--- config.mk ---
export PLATFORM = sky130hd
export DESIGN_NAME = exc_entry_seq
export DESIGN_NICKNAME = d
export VERILOG_FILES = /design/src/rtl/exc_pkg.sv /design/src/rtl/exc_arbiter.sv /design/src/rtl/exc_gate_decode.sv /design/src/rtl/exc_entry_seq.sv
export SDC_FILE = /design/constraint.sdc
export NUM_CORES = 1
export LEC_CHECK = 0
export BUFFER_PORTS_ARGS = -buffer_cell sky130_fd_sc_hd__buf_2
export CELL_PAD_IN_SITES_DETAIL_PLACEMENT = 1
export CELL_PAD_IN_SITES_GLOBAL_PLACEMENT = 1
export CORE_AREA = 2 2 193 195
export CTS_CLUSTER_SIZE = 14
export DETAILED_ROUTE_END_ITERATION = 16
export DIE_AREA = 0 0 195 197
export PLACE_DENSITY_LB_ADDON = 0.25
export SYNTH_ARGS = -nofsm -noshare
export SYNTH_HDL_FRONTEND = slang
export SYNTH_SLANG_ARGS = --single-unit
--- constraint.sdc ---
create_clock -name clk -period 4.85 [get_ports clk]
set_input_delay 0.97 -clock clk [delete_from_list [all_inputs] [get_ports clk]]
set_output_delay 0.97 -clock clk [all_outputs]
set_load 0.02 [all_outputs]
--- src/rtl/exc_pkg.sv ---
package exc_pkg;

  typedef enum logic [2:0] {
    S_IDLE,
    S_CHECK,
    S_RDLO,
    S_RDHI,
    S_PUSH,
    S_FIN,
    S_LERR
  } seq_state_e;

  // vectors whose entry adds an error-code word to the stack frame
  localparam int ERR_VEC_LIST_N = 6;
  localparam int ERR_VEC_LIST [ERR_VEC_LIST_N] = '{8, 10, 11, 12, 13, 14};

endpackage

--- src/rtl/exc_arbiter.sv ---
module exc_arbiter #(
  parameter int VEC_W    = 8,
  parameter int ADDR_W   = 32,
  parameter int STEP_VEC = 1
) (
  input  logic              fault_req,
  input  logic [VEC_W-1:0]  fault_vec,
  input  logic [ADDR_W-1:0] fault_ip,
  input  logic              retire_valid,
  input  logic [ADDR_W-1:0] retire_next_ip,
  input  logic              trap_req,
  input  logic [VEC_W-1:0]  trap_vec,
  input  logic              irq_req,
  input  logic [VEC_W-1:0]  irq_vec,
  input  logic              tf_flag,
  input  logic              ie_flag,
  output logic              take,
  output logic              take_irq,
  output logic [VEC_W-1:0]  vec,
  output logic [ADDR_W-1:0] ret_ip
);

  logic trap_hit;
  logic irq_hit;

  assign trap_hit = retire_valid & (trap_req | tf_flag);
  assign irq_hit  = irq_req & ie_flag;

  always_comb begin
    take     = 1'b0;
    take_irq = 1'b0;
    vec      = '0;
    ret_ip   = retire_next_ip;
    if (fault_req) begin
      take   = 1'b1;
      vec    = fault_vec;
      ret_ip = fault_ip;
    end else if (trap_hit) begin
      take = 1'b1;
      vec  = trap_req ? trap_vec : VEC_W'(STEP_VEC);
    end else if (irq_hit) begin
      take     = 1'b1;
      take_irq = 1'b1;
      vec      = irq_vec;
    end
  end

endmodule

--- src/rtl/exc_gate_decode.sv ---
module exc_gate_decode import exc_pkg::*; #(
  parameter int VEC_W  = 8,
  parameter int ADDR_W = 32,
  parameter int SEL_W  = 16,
  parameter int LIM_W  = 16
) (
  input  logic [VEC_W-1:0]        vec,
  input  logic [LIM_W+ADDR_W-1:0] tbl_reg,
  input  logic [ADDR_W-1:0]       lo_word,
  input  logic [ADDR_W-1:0]       hi_word,
  output logic [ADDR_W-1:0]       desc_addr,
  output logic                    limit_bad,
  output logic                    needs_err,
  output logic [SEL_W-1:0]        sel,
  output logic [ADDR_W-1:0]       entry
);

  localparam int HALF_W = ADDR_W / 2;
  localparam int OFS_W  = VEC_W + 3;
  localparam int CMP_W  = (OFS_W > LIM_W) ? OFS_W : LIM_W;

  logic [ADDR_W-1:0] base;
  logic [LIM_W-1:0]  limit;
  logic [OFS_W-1:0]  first_byte;
  logic [OFS_W-1:0]  last_byte;

  assign limit      = tbl_reg[LIM_W-1:0];
  assign base       = tbl_reg[LIM_W+ADDR_W-1:LIM_W];
  assign first_byte = {vec, 3'b000};
  assign last_byte  = {vec, 3'b111};
  assign desc_addr  = base + ADDR_W'(first_byte);
  assign limit_bad  = CMP_W'(last_byte) > CMP_W'(limit);

  logic [ERR_VEC_LIST_N-1:0] err_hit;
  for (genvar g = 0; g < ERR_VEC_LIST_N; g++) begin : g_err
    assign err_hit[g] = (vec == VEC_W'(ERR_VEC_LIST[g]));
  end
  assign needs_err = |err_hit;

  assign sel   = lo_word[HALF_W +: SEL_W];
  assign entry = {hi_word[ADDR_W-1:HALF_W], lo_word[HALF_W-1:0]};

endmodule

--- src/rtl/exc_entry_seq.sv ---
module exc_entry_seq import exc_pkg::*; #(
  parameter int VEC_W    = 8,
  parameter int ADDR_W   = 32,
  parameter int SEL_W    = 16,
  parameter int LIM_W    = 16,
  parameter int TF_BIT   = 8,
  parameter int IF_BIT   = 9,
  parameter int STEP_VEC = 1
) (
  input  logic                    clk,
  input  logic                    rst_n,
  input  logic                    fault_req,
  input  logic [VEC_W-1:0]        fault_vec,
  input  logic [ADDR_W-1:0]       fault_ip,
  input  logic                    retire_valid,
  input  logic [ADDR_W-1:0]       retire_next_ip,
  input  logic                    trap_req,
  input  logic [VEC_W-1:0]        trap_vec,
  input  logic                    irq_req,
  input  logic [VEC_W-1:0]        irq_vec,
  output logic                    irq_ack,
  input  logic [ADDR_W-1:0]       flags_in,
  input  logic [SEL_W-1:0]        cs_in,
  input  logic [ADDR_W-1:0]       sp_in,
  input  logic [ADDR_W-1:0]       err_code_in,
  input  logic [LIM_W+ADDR_W-1:0] tbl_reg,
  output logic                    rd_valid,
  output logic [ADDR_W-1:0]       rd_addr,
  input  logic                    rd_ready,
  input  logic [ADDR_W-1:0]       rd_data,
  output logic                    wr_valid,
  output logic [ADDR_W-1:0]       wr_addr,
  output logic [ADDR_W-1:0]       wr_data,
  input  logic                    wr_ready,
  output logic                    busy,
  output logic                    done,
  output logic                    limit_err,
  output logic [SEL_W-1:0]        new_cs,
  output logic [ADDR_W-1:0]       new_ip,
  output logic [ADDR_W-1:0]       new_flags,
  output logic [ADDR_W-1:0]       new_sp
);

  localparam int WORD_B = ADDR_W / 8;
  localparam int IDX_W  = 2;

  seq_state_e        state_q, state_d;
  logic              ack_q, ack_d;
  logic [VEC_W-1:0]  vec_q;
  logic [ADDR_W-1:0] ret_q, flags_q, err_q, lo_q, hi_q;
  logic [SEL_W-1:0]  cs_q;
  logic [ADDR_W-1:0] sp_q, sp_d;
  logic [IDX_W-1:0]  idx_q, idx_d;
  logic              acc_en, lo_en, hi_en, sp_en, idx_en;

  logic              take, take_irq;
  logic [VEC_W-1:0]  arb_vec;
  logic [ADDR_W-1:0] arb_ret;
  logic [ADDR_W-1:0] desc_addr;
  logic              limit_bad, needs_err;
  logic [IDX_W-1:0]  last_idx;

  exc_arbiter #(
    .VEC_W(VEC_W), .ADDR_W(ADDR_W), .STEP_VEC(STEP_VEC)
  ) u_arb (
    .fault_req      (fault_req),
    .fault_vec      (fault_vec),
    .fault_ip       (fault_ip),
    .retire_valid   (retire_valid),
    .retire_next_ip (retire_next_ip),
    .trap_req       (trap_req),
    .trap_vec       (trap_vec),
    .irq_req        (irq_req),
    .irq_vec        (irq_vec),
    .tf_flag        (flags_in[TF_BIT]),
    .ie_flag        (flags_in[IF_BIT]),
    .take           (take),
    .take_irq       (take_irq),
    .vec            (arb_vec),
    .ret_ip         (arb_ret)
  );

  exc_gate_decode #(
    .VEC_W(VEC_W), .ADDR_W(ADDR_W), .SEL_W(SEL_W), .LIM_W(LIM_W)
  ) u_dec (
    .vec       (vec_q),
    .tbl_reg   (tbl_reg),
    .lo_word   (lo_q),
    .hi_word   (hi_q),
    .desc_addr (desc_addr),
    .limit_bad (limit_bad),
    .needs_err (needs_err),
    .sel       (new_cs),
    .entry     (new_ip)
  );

  assign last_idx = needs_err ? IDX_W'(3) : IDX_W'(2);

  // next-state and enables
  always_comb begin
    state_d = state_q;
    ack_d   = 1'b0;
    acc_en  = 1'b0;
    lo_en   = 1'b0;
    hi_en   = 1'b0;
    sp_en   = 1'b0;
    sp_d    = sp_q;
    idx_en  = 1'b0;
    idx_d   = idx_q;
    case (state_q)
      S_IDLE: begin
        if (take) begin
          state_d = S_CHECK;
          acc_en  = 1'b1;
          ack_d   = take_irq;
          sp_en   = 1'b1;
          sp_d    = sp_in;
        end
      end
      S_CHECK: state_d = limit_bad ? S_LERR : S_RDLO;
      S_RDLO: begin
        if (rd_ready) begin
          lo_en   = 1'b1;
          state_d = S_RDHI;
        end
      end
      S_RDHI: begin
        if (rd_ready) begin
          hi_en   = 1'b1;
          idx_en  = 1'b1;
          idx_d   = '0;
          state_d = S_PUSH;
        end
      end
      S_PUSH: begin
        if (wr_ready) begin
          sp_en  = 1'b1;
          sp_d   = sp_q - ADDR_W'(WORD_B);
          idx_en = 1'b1;
          idx_d  = IDX_W'(idx_q + 1'b1);
          if (idx_q == last_idx) state_d = S_FIN;
        end
      end
      default: state_d = S_IDLE;
    endcase
  end

  // registers
  always_ff @(posedge clk or negedge rst_n) begin
    if (!rst_n) begin
      state_q <= S_IDLE;
      ack_q   <= 1'b0;
      vec_q   <= '0;
      ret_q   <= '0;
      flags_q <= '0;
      cs_q    <= '0;
      err_q   <= '0;
      lo_q    <= '0;
      hi_q    <= '0;
      sp_q    <= '0;
      idx_q   <= '0;
    end else begin
      state_q <= state_d;
      ack_q   <= ack_d;
      if (acc_en) begin
        vec_q   <= arb_vec;
        ret_q   <= arb_ret;
        flags_q <= flags_in;
        cs_q    <= cs_in;
        err_q   <= err_code_in;
      end
      if (lo_en)  lo_q  <= rd_data;
      if (hi_en)  hi_q  <= rd_data;
      if (sp_en)  sp_q  <= sp_d;
      if (idx_en) idx_q <= idx_d;
    end
  end

  // outputs
  always_comb begin
    case (idx_q)
      2'd0:    wr_data = flags_q;
      2'd1:    wr_data = ADDR_W'(cs_q);
      2'd2:    wr_data = ret_q;
      default: wr_data = err_q;
    endcase
  end

  assign irq_ack   = ack_q;
  assign rd_valid  = (state_q == S_RDLO) || (state_q == S_RDHI);
  assign rd_addr   = (state_q == S_RDHI) ? desc_addr + ADDR_W'(WORD_B) : desc_addr;
  assign wr_valid  = (state_q == S_PUSH);
  assign wr_addr   = sp_q - ADDR_W'(WORD_B);
  assign busy      = (state_q != S_IDLE);
  assign done      = (state_q == S_FIN);
  assign limit_err = (state_q == S_LERR);
  assign new_sp    = sp_q;

  always_comb begin
    new_flags         = flags_q;
    new_flags[TF_BIT] = 1'b0;
  end

endmodule

==> results.cfg <==
[clocking]
clk_pin_slew_ns = 0.06
cts_buffers = 26
worstSkewPairLatency_ns = 0.55
cts-root-buf = clkbuf_16
clock-sinks = 206
cts_buffer_depth = 3
ctsHoldBuffers = 0
cts_tree = yes
cts_max_level = 1

[layout]
nFillCells = 4379
design_area_sq_mm = 0.0160
multiInputGateArea_sq_mm = 0.00621
nNetsFinal = 2086
seqCellArea_sq_mm = 0.00516
syn_to_final_growth_pct = 35.1
final_layout_size_suffix_gt1_frac = 0.391

[die]
die_w_microns = 195
initial_utilization = 0.328
rows = 70
die_y_microns = 197
coreArea_sq_mm = 0.0363
io_pins = 502
die_area_sq_mm = 0.0384

[logic_synthesis]
synth_area_sq_mm = 0.0119
synth.distinct_cells = 70
synth_top_cell_area_share = 0.434
synth_top_cell_by_area = dfrtp_1
synth_area_per_cell_sq_um = 9.09
synth_top_flop_cell = dfrtp_1
synthTopCellsByArea = dfrtp_1 43%, nand2_1 9.5%, mux2i_1 6.0%, mux2_2 4.6%, xnor2_1 3.4%
synth.yosys.warnings = 0
synth.net_count = 1617
ys_ff_latch = 206
syn_inst = 1306
synth_edf_count = 0
synthArstFlopShare = 1.00
yosysSeqAreaShare = 0.434

[critical_path]
cp.buffers_inverters = 4
required_ns = 3.88
critPathMaxFanout = 5
cp-end-kind = output port
rr_worst_depth = 9
critical_path.startpoint_type = input port
crit_type = input port to output port
rrSetupSlack_ns = 1.85
cp_slowest_cell = fa_2
crit_path_max_incr_delay_ns = 0.39
cp_cell_sequence = buf_6 -> ha_4 -> fa_2 -> a211oi_2 -> o211ai_1 -> buf_4 -> a21oi_2 -> mux2i_1 -> a211oi_2 -> nand4_2 -> buf_4 -> nor4_4 -> xnor2_1 -> buf_2
cp.arrival_ns = 3.78
timing.rr.end = new_sp[29]
cp_top_family = compound AO/OA/AOI/OAI gates
rr_startpoint = new_sp[13]

[sta]
fmax_ghz = 0.211
timing.hold.ws_ns = 0.417
setup_viol = 0
worstMarginPinSlew_ns = 1.04
slew_headroom = 0.309
finalHoldViolCount = 0
min_period_ns = 4.75
skew_ns = 0.0203
slew_viol_final = 0
rsz0062_at_grt = true
timing.final.crit_share = 0.979

[power]
p_leak_nw = 7.88
powerDensity_mw_per_mm2 = 679
p_switching_w = 0.00492
swShare = 0.452
ir_drop_v = 0.000277
internal-power_w = 0.00597
pwr-share-comb = 0.500
clkPwrFrac = 0.201
p_total_w = 0.0109
share_seq_of_total_power = 0.299

[placement]
gp_congestion = 0.853
io_buffers = 496
dpl.hpwl_mm = 34.0
place_area_sq_mm = 0.0148

[flow_run]
drv_cap = 0

[drt]
drt-total-wl_mm = 44.9
firstDrtPassIters = 5
wl_per_cell_microns = 19.8
drt_first_iter_violations = 449
vias_per_cell = 5.00
vias = 11300
ant_nets = 0
route.detailed.drc = 0

[grt]
track_usage = 0.230
first_global_vias = 12100
grt_antenna_before_repair = 8
grt-ovfl-total = 0
grt_max_degree = 163
grt_first_pass_wirelength_mm = 69.4

[status]
outcome = completed

[hold_path]
hp-class = input port to async pin
-- final cells by class --
class	count	share of cell area
antenna	3	0.000468
clock inverter	14	0.0154
inverter	37	0.00865
timing repair buffer	552	0.184
multi-input combinational	952	0.387
clock buffer	34	0.0462
sequential	206	0.321
tap	468	0.0365
-- power by group through the flow --
| stage | Clock (W) | Sequential, W | Combinational (W) |
|---|---|---|---|
| finish | 0.00219 | 0.00326 | 0.00545 |
| global route | 0.00232 | 0.00339 | 0.00596 |
| CTS | 0.00225 | 0.00326 | 0.00547 |
| detailed placement | 0 | 0.00328 | 0.00539 |
| global placement | 0 | 0.00323 | 0.00527 |
| floorplan | 0 | 0.00348 | 0.00323 |
-- placed cells by master, fill, tap and decap left out, types with 8 or more instances in the layout --
master	count
dfrtp_1	204
o211ai_1	8
xor2_1	37
nand3_1	18
mux2i_1	71
a22oi_1	25
clkbuf_16	26
xnor2_1	46
and3_1	8
inv_1	36
nor3_1	15
o21ai_0	68
buf_2	489
ha_1	14
a21oi_1	58
nand2_1	299
a222oi_1	16
nor2_1	79
buf_4	58
nand4_1	13
mux2_2	49
-- cell families (layout without fill, tap and decap cells) --
group	Yosys count	count (layout)	share of synthesized area
simple gates	493	493	0.189
compound gates	231	231	0.125
flops	206	206	0.434
buf+inv	148	637	0.0594
mux	120	120	0.106
xor+xnor	84	84	0.0619
fa+ha+maj	23	23	0.0249
other cells	1	4	0.000316
-- cells in the mapped netlist (all sizes together) (2+ instances only) --
| library cell | n |
|---|---|
| ha | 22 |
| dfrtp | 206 |
| buf | 45 |
| mux2i | 71 |
| and4 | 2 |
| nand4 | 15 |
| nand3b | 3 |
| clkbuf | 66 |
| inv | 37 |
| o22ai | 5 |
| and3 | 9 |
| nand3 | 19 |
| a21oi | 66 |
| nor2b | 2 |
| nor3 | 18 |
| nand4b | 5 |
| xor2 | 38 |
| or3 | 5 |
| nor4 | 10 |
| mux2 | 49 |
| o211ai | 8 |
| nor3b | 4 |
| o22a | 4 |
| nand2b | 4 |
| o31ai | 3 |
| or4 | 5 |
| a21o | 4 |
| nor2 | 80 |
| o21a | 6 |
| xnor2 | 46 |
| nand2 | 300 |
| o21ai | 74 |
| a22oi | 25 |
| nor4b | 3 |
| and2 | 3 |
| a222oi | 16 |
| or2 | 5 |
| a211oi | 7 |
| o211a | 2 |
-- state kept, by name, indices dropped and copies added (netlist names) --
signal and cells:
vec_q 8, ret_q 32, err_q 32, lo_q 32
flags_q 32, idx_q 2, state_q 3, cs_q 16
hi_q 16, irq_ack 1, new_sp 32
-- per-layer routing --
layer  vias up  wire length, microns  GRT usage  part of all wire
li1       5399                     -          -                 -
met1      5475                 18700      0.287              0.42
met2       352                 22400      0.405              0.50
met3        81                  2660     0.0493             0.059
met4        12                  1170     0.0599             0.026
met5         -                    76          0            0.0017
-- worst max path at each step --
stage | from | end | slack, ns | cells after the start
2_1_floorplan | tbl_reg[19] | rd_addr[30] | 0.12 | 12
3_3_place_gp | tbl_reg[19] | rd_addr[31] | -0.06 | 14
3_5_place_dp | tbl_reg[19] | rd_addr[31] | -0.13 | 14
4_1_cts | tbl_reg[19] | rd_addr[24] | 0.01 | 15
5_1_grt | tbl_reg[21] | rd_addr[24] | -0.02 | 12
6_report | tbl_reg[19] | rd_addr[30] | 0.1 | 14
-- stage by stage --
step	setup WS, ns	instances	TNS [ns]	util
after floorplan	0.121	1306	0	-
after global routing	-0.0244	2265	-0.0698	0.443
after CTS	0.00959	2260	0	0.439
after global placement	-0.0567	2205	-0.147	0.408
after detailed placement	-0.130	2205	-0.454	0.408
final	0.0998	2266	0	0.443
-- timing repair --
action / CTS / global route
pin swaps: 15 / 11
resized for setup: 17 / 22
setup buffers: 7 / 3
endpoints found under the setup margin: 9 / 13
(Power assumes the default switching activity.)
